**src/rtl/acc_core.sv**
```systemverilog
module acc_core #(
  parameter int W = 8
) (
  input  logic         clk,
  input  logic         rst,
  input  logic [3:0]   op,
  input  logic [W-1:0] din,
  output logic [W-1:0] dout,
  output logic         dout_vld,
  output logic [W-1:0] acc,
  output logic [W-1:0] rreg
);

  logic [W-1:0] acc_nx, rreg_nx;
  logic         wr_out;

  assign wr_out = (op == 4'd3) || (op == 4'd4);

  always_comb begin
    acc_nx  = acc;
    rreg_nx = rreg;
    case (op)
      4'd1, 4'd6: acc_nx  = din;
      4'd2:       rreg_nx = acc;
      4'd5:       rreg_nx = din;
      4'd7:       acc_nx  = acc + rreg;
      4'd8:       acc_nx  = acc | rreg;
      4'd9:       acc_nx  = acc & rreg;
      4'd10:      acc_nx  = ~acc;
      default:    ;
    endcase
  end

  always_ff @(posedge clk) begin
    if (rst) begin
      acc      <= '0;
      rreg     <= '0;
      dout     <= '0;
      dout_vld <= 1'b0;
    end else begin
      acc      <= acc_nx;
      rreg     <= rreg_nx;
      dout_vld <= wr_out;
      if (wr_out) dout <= (op == 4'd3) ? rreg : acc;
    end
  end

  p_reset_r1: assert property (@(posedge clk) rst |=> (acc == '0 && rreg == '0 && dout == '0 && !dout_vld));
  p_load_acc_r2: assert property (@(posedge clk) disable iff (rst) (op == 4'd1 || op == 4'd6) |=> acc == $past(din));
  p_load_r_r3: assert property (@(posedge clk) disable iff (rst) (op == 4'd5) |=> rreg == $past(din));
  p_out_r_r4: assert property (@(posedge clk) disable iff (rst) (op == 4'd3) |=> (dout_vld && dout == $past(rreg)));
  p_add_r5: assert property (@(posedge clk) disable iff (rst) (op == 4'd7) |=> acc == W'($past(acc) + $past(rreg)));
  p_cmp_r7: assert property (@(posedge clk) disable iff (rst) (op == 4'd10) |=> acc == ~$past(acc));
  p_keep_r_r8: assert property (@(posedge clk) disable iff (rst) (op != 4'd2 && op != 4'd5) |=> $stable(rreg));
  p_hold_out_r9: assert property (@(posedge clk) disable iff (rst) !(op == 4'd3 || op == 4'd4) |=> (!dout_vld && $stable(dout)));

endmodule

```
**config.mk**
```make
export PLATFORM = sky130hd
export DESIGN_NAME = acc_core
export DESIGN_NICKNAME = d
export VERILOG_FILES = /design/src/rtl/acc_core.sv
export SDC_FILE = /design/constraint.sdc
export NUM_CORES = 1
export LEC_CHECK = 0
export BUFFER_PORTS_ARGS = -buffer_cell sky130_fd_sc_hd__buf_2
export CORE_MARGIN = 2
export CORE_UTILIZATION = 50
export CTS_BUF_LIST = sky130_fd_sc_hd__clkbuf_4
export CTS_CLUSTER_DIAMETER = 60
export DETAILED_ROUTE_END_ITERATION = 8
export HOLD_SLACK_MARGIN = 0.08
export PLACE_DENSITY = 0.8
export REMOVE_ABC_BUFFERS = 1
export SLEW_MARGIN = 10
export SYNTH_ARGS = -nofsm -noshare
export SYNTH_HDL_FRONTEND = slang
export SYNTH_SLANG_ARGS = --single-unit
```
**constraint.sdc**
```tcl
create_clock -name clk -period 4.35 [get_ports clk]
set_clock_uncertainty 0.15 [all_clocks]
set_input_delay 0.2175 -clock clk [delete_from_list [all_inputs] [get_ports clk]]
set_output_delay 0.2175 -clock clk [all_outputs]
set_load 0.01 [all_outputs]
```
**Yosys cells after proc, flatten, opt, wreduce, memory -nomap -nowiden**

Cells that the tools add are included.

- Output and inout port bits: 25
- Bits of input ports: 14
- Register bits: 25

- Eq/ne operators: 10
- Multiplexer cells: 3
- Add/sub/neg operators: 1
- Reductions and logical operators: 4
- Bitwise operators: 3

Operators with widths:

| operator | count |
|---|---|
| $pmux W8 S5 | 1 |
| $eq A4 B3 Y1 const B | 4 |
| $pmux W8 S2 | 1 |
| $eq A4 B4 Y1 const B | 3 |
| $add A8 B8 Y8 | 1 |
| $and A8 B8 Y8 | 1 |
| $eq A4 B2 Y1 const B | 2 |
| $mux W8 | 1 |
| $not A8 Y8 | 1 |
| $or A8 B8 Y8 | 1 |
| $reduce_bool A5 Y1 | 1 |
| $eq A4 B1 Y1 const B | 1 |
| $reduce_bool A2 Y1 | 1 |
| $reduce_or A2 Y1 | 1 |
| $logic_or A1 B1 Y1 | 1 |

**Depth between registers and ports, before layout**

Gate-level depths: netlist of the first run.

- Depth in word-level cells: 3
- Gate-level depth with buffers: 7
- Mapped depth without buffers: 7

**Worst setup path after synthesis of the first run**

Ideal clock, no wire load.

- Kind: flip-flop to flip-flop
- Start: register acc[0]
- End: register acc[6]
- Setup time: 0.120 ns
- Cell stages (with the launch flop): 8
- Slack: 2.367 ns
- Data required time: 4.080 ns
- Arrival time: 1.714 ns
- Path through: dfxtp_1 -> ha_1 -> fa_1 -> a211oi_1 -> o21bai_1 -> a21oi_1 -> or4_1 -> nand3_1

- Word-level cells in the longest chain between the ends: 2

RTL lines:

| what | RTL line | text |
|---|---|---|
| from (decl) | 10 | `output logic [W-1:0] acc,` |
| from (signal assigned) | 41 | `acc <= acc_nx;` |
| $add A8 B8 Y8 | 26 | `4'd7: acc_nx = acc + rreg;` |
| $pmux W8 S5 | 22 | `case (op)` |

Every way passes these cells.
A chain may end at the register's enable or synchronous reset.

**Worst setup path after layout of the first run**

Same ends and word-level chain as after synthesis.

==> flow_summary.yaml, run 1 <==
run_status:
  status: "completed"
clock_tree:
  cts_sinks: 25
  clock_path_buffers: 2
  h-tree-depth: 1
  clk_latency_ns: 0.33
  clkSlewWorstSetupHoldPaths_ns: 0.14
  cts_setup_buffers: 0
  cts_tree: "yes"
  cts-root-buf: "clkbuf_4"
  cts_made_buffers: 3
cells_and_area:
  antenna_cells: 0
  fin_cells: 331
  finish.utilization_pct: 57.41
  drive_gt1_share_pct: 21.35
  layout.nets: 313
  regArea_um2: 500.5
  multi_input_area_mm2: 0.001329
  syn2layout_area_growth_pct: 12.64
  fill_cells: 377
  final_cell_area_mm2: 0.002263
synthesis:
  synthesis.area_mm2: 0.002009
  synth-simple-area-share_pct: 17.50
  synth_top_family_by_area: "compound AO/OA/AOI/OAI gates"
  synthTopCellsByArea: "dfxtp_1 (25%), ha_1 (10%), a21oi_1 (6.7%)"
  async_reset_ff_share_pct: 0
  yosys_warnings: 0
  syn_inst: 248
  synth_largest_area_cell: "dfxtp_1"
  synthDistinctLibCells: 53
  synthFlopType: "dfxtp_1"
  synth_edf_count: 0
  yosysSeqAreaShare_pct: 24.91
  syn_avg_cell_area_um2: 8.103
  yosys.area_share.adder_pct: 10.96
  ys_top_cells_by_count: "nor2_1 (35), a21oi_1 (27), dfxtp_1 (25)"
  synth_xor_xnor_area_share_pct: 1.308
  synth_most_common_cell: "nor2_1"
  ys_ff_latch: 25
  synth_compound_area_share_pct: 32.38
  muxShareOfSynthArea_pct: 3.985
  synth_top_area_share_pct: 24.91
timing:
  fin_setup_tns_ns: 0
  rsz0062_at_grt: "no"
  max_freq_mhz: 454.6
  worst_slack_ns: 2.150
  finalMaxSlewViolations: 0
  setup_violations: 0
  fin_crit_sh_pct: 50.57
  tightest_slew_ns: 1.027
  period_minus_slack_ns: 2.200
  whs_ns: 0.2583
  hold_viol: 0
  relSlewSlack_pct: 31.15
pwr:
  p_per_area_mw_per_mm2: 229.6
  finalPower_uw: 519.6
  p_clk_share_pct: 21.8
  comb_power_share_pct: 28.3
  p_leak_nw: 0.9624
  cellInternalPower_uw: 346.5
  power_switching_uw: 173.1
  ir_worst_vdd_mv: 0.1523
  p_seq_share_pct: 49.9
  switching_share_pct: 33.31
setup_path:
  cpMaxStageDelayCell: "fa_1"
  worstPathCellList: "ha_1 -> fa_1 -> a211oi_1 -> o21bai_1 -> a21oi_1 -> or4_1 -> nand3_1"
  cp-end-kind: "flop"
  crit_family: "adder cells"
  cpPeakStageDelay_ns: 0.44
  cp_max_fo: 6
  cp-start-kind: "flop"
  path_buf_inv: 0
  worstPathRequired_ns: 4.43
  arrival_ns: 2.28
  criticalPathCategory: "reg2reg"
routing:
  ant_nets: 0
  drt-pass1-iter-count: 4
  wl_um: 4679
  via_count: 1923
  wire_per_inst_um: 14.14
  vias_per_cell: 5.810
  first_iter_violations: 113
  remaining_drc_errors: 0
global_routing:
  antenna_found_initial: 0
  grt_use_total_pct: 22.09
  grt_pass1_vias: 1601
  grt-ovfl-total: 0
  grt_pass1_wl_um: 7659
  grt_max_degree: 32
placement:
  hpwl_um: 3316
  placedCellCount: 319
  port-buffer-count: 38
  gp_congestion: 0.8367
  placed_area_mm2: 0.002153
  place_ws_ns: 2.211
floorplan:
  start_util_pct: 50.97
  rows: 23
  io_pins: 39
  die_x_um: 67.40
  die_area_mm2: 0.004542
  dieHeight_um: 67.40
  core_mm2: 0.003943
flow_run:
  cap_viol_max_count: 0
min_path:
  hold_class: "in2reg"
-- sequential cells by signal, indices dropped and copies added, names as in the netlist --
name      flops
rreg          8
dout          8
dout_vld      1
acc           8
-- power by group through the flow --
stage	clock, mW	sequential, mW	combinational [mW]
floorplan	0	0.267	0.0841
global placement	0	0.264	0.139
detailed placement	0	0.264	0.141
CTS	0.114	0.259	0.147
global route	0.130	0.262	0.164
finish	0.113	0.259	0.147
-- area by class of cell --
| class | count | share of cell area, % |
|---|---|---|
| Timing Repair Buffer | 46 | 11.94 |
| Inverter | 19 | 3.151 |
| Clock buffer | 4 | 1.327 |
| Sequential cell | 25 | 22.11 |
| Multi-Input combinational cell | 187 | 58.71 |
| Tap cell | 50 | 2.764 |
-- worst register-to-register path, cell delays in order (launching register included) --
cell	delay (ns)
dfxtp_1	0.38
ha_1	0.28
fa_1	0.44
a211oi_1	0.33
o21bai_1	0.14
a21oi_1	0.19
or4_1	0.13
nand3_1	0.07
-- path summary, 6_finish.rpt --
path               start       end  slack, ns  depth (start not counted)
hold / removal       rst  dout_vld       0.26                          2
hold reg to reg   acc[0]    acc[0]       0.40                          2
setup reg to reg  acc[0]    acc[6]       2.15                          7
setup / recovery  acc[0]    acc[6]       2.15                          7
-- cells by family after synthesis --
| group | Yosys count |
|---|---|
| buffers and inverters | 36 |
| adders and majority gates | 17 |
| and+or+nand+nor | 69 |
| muxes | 8 |
| AOI/OAI and AO/OA | 90 |
| xor gates and xnor gates | 3 |
| DFF | 25 |
-- repair_timing --
| item | 4_1_cts | 5_1_grt |
|---|---|---|
| resized for setup | 0 | 0 |
| setup endpoints to repair | 0 | 0 |
| hold endpoints to repair | 9 | 0 |
| hold buffers | 8 | 0 |
-- cells in the final DEF, fill, tap and decap left out, types with 2 or more instances in the layout --
master	instances
o31ai_1	2
dlygate4sd3_1	8
o21ai_1	2
nand3_1	3
a22oi_1	2
a211o_1	2
dfxtp_1	25
xor2_1	2
nand2b_1	5
a211oi_2	8
mux2i_1	8
nor3_1	2
a31oi_1	2
nor2_1	35
a21oi_2	2
a21o_1	3
a211oi_1	14
o211ai_1	3
inv_1	19
o21ai_0	8
a21oi_1	27
a221oi_1	4
nor2b_1	2
ha_1	16
nand2_1	9
o22ai_1	3
buf_2	38
clkbuf_4	4
-- metal layers --
metal	up-vias	wire length [um]	track usage, %
met5	-	0	0
met4	0	53	9.184
met3	5	266	2.500
met2	59	2104	32.80
met1	893	2255	32.24
li1	966	-	-
Power figures use the tool's default switching activity.
==> inputs of run 2 (changes only) <==
Clock period 4.35 ns to 2.1 ns, I/O delays scaled along.
==> run 2 against run 1 <==
  * Flip-flop and latch count is the same
  * Utilization grew 3.3 points
  * Maximum frequency grew 13%
  * Count of clock-buffer cells in the layout is the same
  * Combinational power grew 130%
  * Sequential share of layout area shrank 0.94 points
  * Sequential power grew 110%
  * Wire length grew 5.3%
  * Final cell count grew 4.5%
  * Largest power group unchanged
==> flow_summary.yaml, run 2 (synthesized netlist as in run 1, its figures left out) <==
run_status:
  status: "completed"
cells_and_area:
  syn2layout_area_growth_pct: 19.12
  fill_cells: 353
  layout_commonest_cell: "buf_2"
  fin_cells: 346
  final_cell_mix: "buf_2 (38), nor2_1 (35), a21oi_1 (27), dfxtp_1 (22), inv_1 (19)"
  layout.nets: 328
  final_cell_area_mm2: 0.002394
  antenna_cells: 0
  drive_gt1_share_pct: 27.36
  reg.largest.list: "acc x8, dout x8, rreg x8"
routing:
  ant_nets: 0
  wire_per_inst_um: 14.24
  drt-pass1-iter-count: 4
  via_count: 1953
  remaining_drc_errors: 0
  first_iter_violations: 133
  vias_per_cell: 5.645
  wl_um: 4927
setup_path:
  cpPeakStageDelay_ns: 0.38
  criticalPathCategory: "reg2reg"
  path_buf_inv: 0
  cpMaxStageDelayCell: "fa_2"
  worstPathCellList: "ha_1 -> fa_2 -> a211oi_2 -> o21bai_1 -> a21oi_1 -> or4_1 -> nand3_1"
  cp-start-kind: "flop"
  rrSetupSlack_ns: 0.15
  startpoint: "rreg[0]"
  cp_max_fo: 4
  r2r-start: "rreg[0]"
  cp-end-kind: "flop"
  crit_family: "adder cells"
  arrival_ns: 2.02
  worstPathRequired_ns: 2.17
timing:
  period_minus_slack_ns: 1.952
  finalMaxSlewViolations: 0
  setup_violations: 0
  fin_setup_tns_ns: 0
  hold_viol: 0
  whs_ns: 0.1460
  max_freq_mhz: 512.4
  tightest_slew_ns: 0.6131
  relSlewSlack_pct: 59.13
  fin_crit_sh_pct: 92.94
  rsz0062_at_grt: "no"
clock_tree:
  h-tree-depth: 1
  cts_made_buffers: 3
  cts-root-buf: "clkbuf_4"
  clk_latency_ns: 0.32
  clkSlewWorstSetupHoldPaths_ns: 0.14
  clock_path_buffers: 2
  cts_tree: "yes"
  cts_setup_buffers: 0
  cts_sinks: 25
floorplan:
  die_area_mm2: 0.004542
  die_x_um: 67.40
  start_util_pct: 50.97
  rows: 23
  dieHeight_um: 67.40
  core_mm2: 0.003943
  io_pins: 39
pwr:
  p_clk_share_pct: 21.4
  switching_share_pct: 33.31
  p_seq_share_pct: 48.3
  cellInternalPower_uw: 733.9
  p_per_area_mw_per_mm2: 459.7
  power_switching_uw: 366.5
  ir_worst_vdd_mv: 0.3191
  comb_power_share_pct: 30.4
  p_leak_nw: 1.040
placement:
  gp_congestion: 0.9056
  placedCellCount: 334
  placed_area_mm2: 0.002266
  port-buffer-count: 38
  hpwl_um: 3585
global_routing:
  antenna_found_initial: 0
  grt_use_total_pct: 22.95
  grt-ovfl-total: 0
  grt_pass1_vias: 1721
  grt_pass1_wl_um: 8052
  grt_max_degree: 28
min_path:
  worstHoldStart: "rst"
  hold_class: "in2reg"
flow_run:
  cap_viol_max_count: 0
[run 2: layout make-up]
class | count | area [um^2] | area share, %
Sequential cell | 25 | 506.7 | 21.17
Tap cell | 50 | 62.56 | 2.614
Clock buffer | 4 | 30.03 | 1.255
Timing Repair Buffer | 61 | 382.9 | 16.00
Inverter | 19 | 71.32 | 2.980
Multi-Input combinational cell | 187 | 1340 | 55.99
[run 2: power by group through the flow]
stage | Sequential (mW) | Clock (mW) | Combinational [mW]
final | 0.531 | 0.235 | 0.334
after global routing | 0.536 | 0.260 | 0.372
after CTS | 0.530 | 0.242 | 0.332
after detailed placement | 0.541 | 0 | 0.320
after global placement | 0.540 | 0 | 0.313
after floorplan | 0.554 | 0 | 0.174
[run 2: worst paths after layout]
check                               to  depth (start not counted)
worst max-delay path            acc[6]                          7
worst min-delay path            acc[1]                          2
worst max register to register  acc[6]                          7
worst min register to register  acc[4]                          2
[run 2: timing repair]
action,4_1_cts,5_1_grt
endpoints found under the setup margin,0,5
hold buffers,8,0
gates resized for setup,0,7
endpoints found under the hold margin,14,0
[run 2: through the flow]
step	utilization [%]	setup WS, ns	total power, mW
global route	60.71	0.007476	1.168
floorplan	-	0.1172	0.7280
detailed placement	57.47	0.03966	0.8601
finish	60.71	0.1482	1.100
CTS	60.27	0.005988	1.104
global placement	57.47	0.1241	0.8531
[run 2: layer usage]
metal	part of all wire (%)	vias up	global-route usage, %	wire length (um)
met4	1.1	0	5.357	55
li1	-	991	-	-
met5	0	-	0	0
met3	6.1	7	1.500	302
met2	46	63	38.12	2281
met1	46	892	32.52	2288
==> inputs of run 3 (changes only) <==
Settings changed: ABC_AREA from default to 1, CORE_ASPECT_RATIO from default to 0.9, PLACE_DENSITY 0.8 to 0.81.
==> run 3 against run 2 <==
  * First-iteration DRC count is 53% lower
  * Setup slack improved by 0.019 ns
  * Wire length about the same
  * Largest power group unchanged
  * Register-to-register slack better by 0.02 ns
  * Critical path type unchanged
  * Sequential power hardly changed
  * Count of clock-buffer cells in the layout decreased by 1
  * Clock power about the same
  * Die area down 2.9%
  * Final cell count rose by 9.0%
  * Maximum frequency rose by 0.96%
  * Via count grew 0.97%
==> flow_summary.yaml, run 3 <==
global_routing:
  grt_max_degree: 17
  grt_pass1_vias: 1861
  antenna_found_initial: 0
  grt_use_total_pct: 23.02
  grt_pass1_wl_um: 8349
  grt-ovfl-total: 0
synthesis:
  yosys_warnings: 0
  synth_most_common_cell: "nand2_1"
  syn_inst: 285
  yosys.area_share.adder_pct: 11.31
  synth_top_area_share_pct: 25.71
  synth_edf_count: 0
  async_reset_ff_share_pct: 0
  syn_avg_cell_area_um2: 6.831
  synth_top_family_by_area: "simple AND/OR/NAND/NOR gates"
  synthDistinctLibCells: 32
  synthesis.area_mm2: 0.001947
  synth_largest_area_cell: "dfxtp_1"
  synthTopCellsByArea: "dfxtp_1 (26%), nand2_1 (11%), ha_1 (10%)"
  synth-simple-area-share_pct: 26.48
  synthFlopType: "dfxtp_1"
  muxShareOfSynthArea_pct: 0
  ys_top_cells_by_count: "nand2_1 (59), inv_1 (45), dfxtp_1 (25)"
  ys_ff_latch: 25
  yosysSeqAreaShare_pct: 25.71
  synth_xor_xnor_area_share_pct: 0
  synth_compound_area_share_pct: 23.78
setup_path:
  cp_max_fo: 5
  criticalPathCategory: "reg2reg"
  worstPathRequired_ns: 2.18
  arrival_ns: 2.01
  cp-start-kind: "flop"
  rr_worst_depth: 7
  cp-end-kind: "flop"
timing:
  rsz0062_at_grt: "no"
  tightest_slew_ns: 0.4760
  setup_violations: 0
  period_minus_slack_ns: 1.933
  whs_ns: 0.1574
  fin_setup_tns_ns: 0
  finalMaxSlewViolations: 0
  max_freq_mhz: 517.3
  fin_crit_sh_pct: 92.06
  hold_viol: 0
  relSlewSlack_pct: 68.12
min_path:
  hold_class: "in2reg"
  whs_path_depth: 5
flow_run:
  cap_viol_max_count: 0
clock_tree:
  clkSlewWorstSetupHoldPaths_ns: 0.15
  cts_sinks: 25
  cts_made_buffers: 3
  clk_latency_ns: 0.34
  h-tree-depth: 1
  cts_tree: "yes"
  cts-root-buf: "clkbuf_4"
  cts_setup_buffers: 0
  clock_path_buffers: 2
floorplan:
  start_util_pct: 52.18
  die_area_mm2: 0.004410
  dieHeight_um: 63.20
  die_x_um: 69.78
  rows: 21
  core_mm2: 0.003731
  io_pins: 39
cells_and_area:
  drive_gt1_share_pct: 20.54
  multi_input_area_mm2: 0.001199
  antenna_cells: 0
  regArea_um2: 501.7
  reg.largest.list: "acc x8, dout x8, rreg x8"
  layout.nets: 363
  layout_commonest_cell: "nand2_1"
  syn2layout_area_growth_pct: 16.77
  finish.utilization_pct: 60.93
  final_cell_mix: "nand2_1 (59), inv_1 (45), buf_2 (38), a21oi_1 (24), dfxtp_1 (24)"
  fill_cells: 361
  final_cell_area_mm2: 0.002273
routing:
  via_count: 1972
  remaining_drc_errors: 0
  first_iter_violations: 63
  vias_per_cell: 5.231
  drt-pass1-iter-count: 4
  ant_nets: 0
  wire_per_inst_um: 13.07
  wl_um: 4929
placement:
  hpwl_um: 3561
  port-buffer-count: 38
  gp_congestion: 0.8981
  placed_area_mm2: 0.002152
pwr:
  p_leak_nw: 1.147
  ir_worst_vdd_mv: 0.3608
  p_per_area_mw_per_mm2: 461.1
  finalPower_mw: 1.048
run_status:
  status: "completed"
[run 3: changes by cell type after synthesis, sizes merged, moves of 3 or more]
cell,delta
a21o,-3
inv,+31
nor2,-9
o22ai,+3
mux2i,-8
a211oi,-22
o211ai,+3
nand3,+10
o21ai,+23
nand2b,-7
nand2,+54
a221oi,-4
buf,-10
[run 3: critical path: stages, from the launching register on]
cell and delay, ns:
dfxtp_1 0.38, ha_1 0.23, fa_1 0.40, or2_2 0.31, nand3_1 0.07, o21ai_0 0.08
nor2_1 0.12, a31oi_1 0.08
[run 3: kinds of logic (layout without fill, tap and decap cells)]
| family | Yosys count | count (layout) |
|---|---|---|
| DFF | 25 | 25 |
| and+or+nand+nor | 109 | 109 |
| buffers and inverters | 57 | 103 |
| adders and majority gates | 17 | 17 |
| AOI/OAI and AO/OA | 77 | 77 |
[run 3: final timing paths]
check	startpoint	to	slack [ns]
worst max-delay path	rreg[0]	acc[2]	0.17
worst min-delay path	op[1]	acc[3]	0.16
worst min register to register	dout[0]	dout[0]	0.32
worst max register to register	rreg[0]	acc[2]	0.17
[run 3: what timing repair did]
action | CTS | global route
hold endpoints to repair | 21 | 0
endpoints found under the setup margin | 0 | 2
resized for setup | 0 | 1
hold buffers | 9 | 0
[run 3: power breakdown]
group / internal [mW] / total (mW) / switching (mW) / leakage [nW]
Clock: 0.0732 / 0.236 / 0.163 / 0.0139
Combinational: 0.111 / 0.283 / 0.173 / 0.928
Sequential: 0.501 / 0.529 / 0.0281 / 0.204
Total: 0.684 / 1.05 / 0.364 / 1.15
[run 3: per-layer routing]
metal  share of wire [%]  GRT usage (%)  vias to the layer above  wire length (um)
met5                   0              0                        -                 0
met1                  48          30.04                      888              2350
met4                 1.0          4.808                        0                51
li1                    -              -                     1019                 -
met3                 5.7          4.160                       10               283
met2                  46          39.76                       55              2244
[run 3: layout make-up]
type | instances | share of cell area (%)
multi-input cells | 203 | 52.72
flip-flops and latches | 25 | 22.07
repair buffers | 49 | 12.99
inverters | 50 | 8.365
well taps | 46 | 2.532
clock buffers | 3 | 0.9906
clock inverters | 1 | 0.3302
[run 3: through the flow]
step                setup WS, ns  cells
finish                    0.1668    377
global route            0.006658    377
CTS                       0.1625    377
detailed placement        0.1953    364
global placement          0.2386    364
floorplan                 0.2715    278
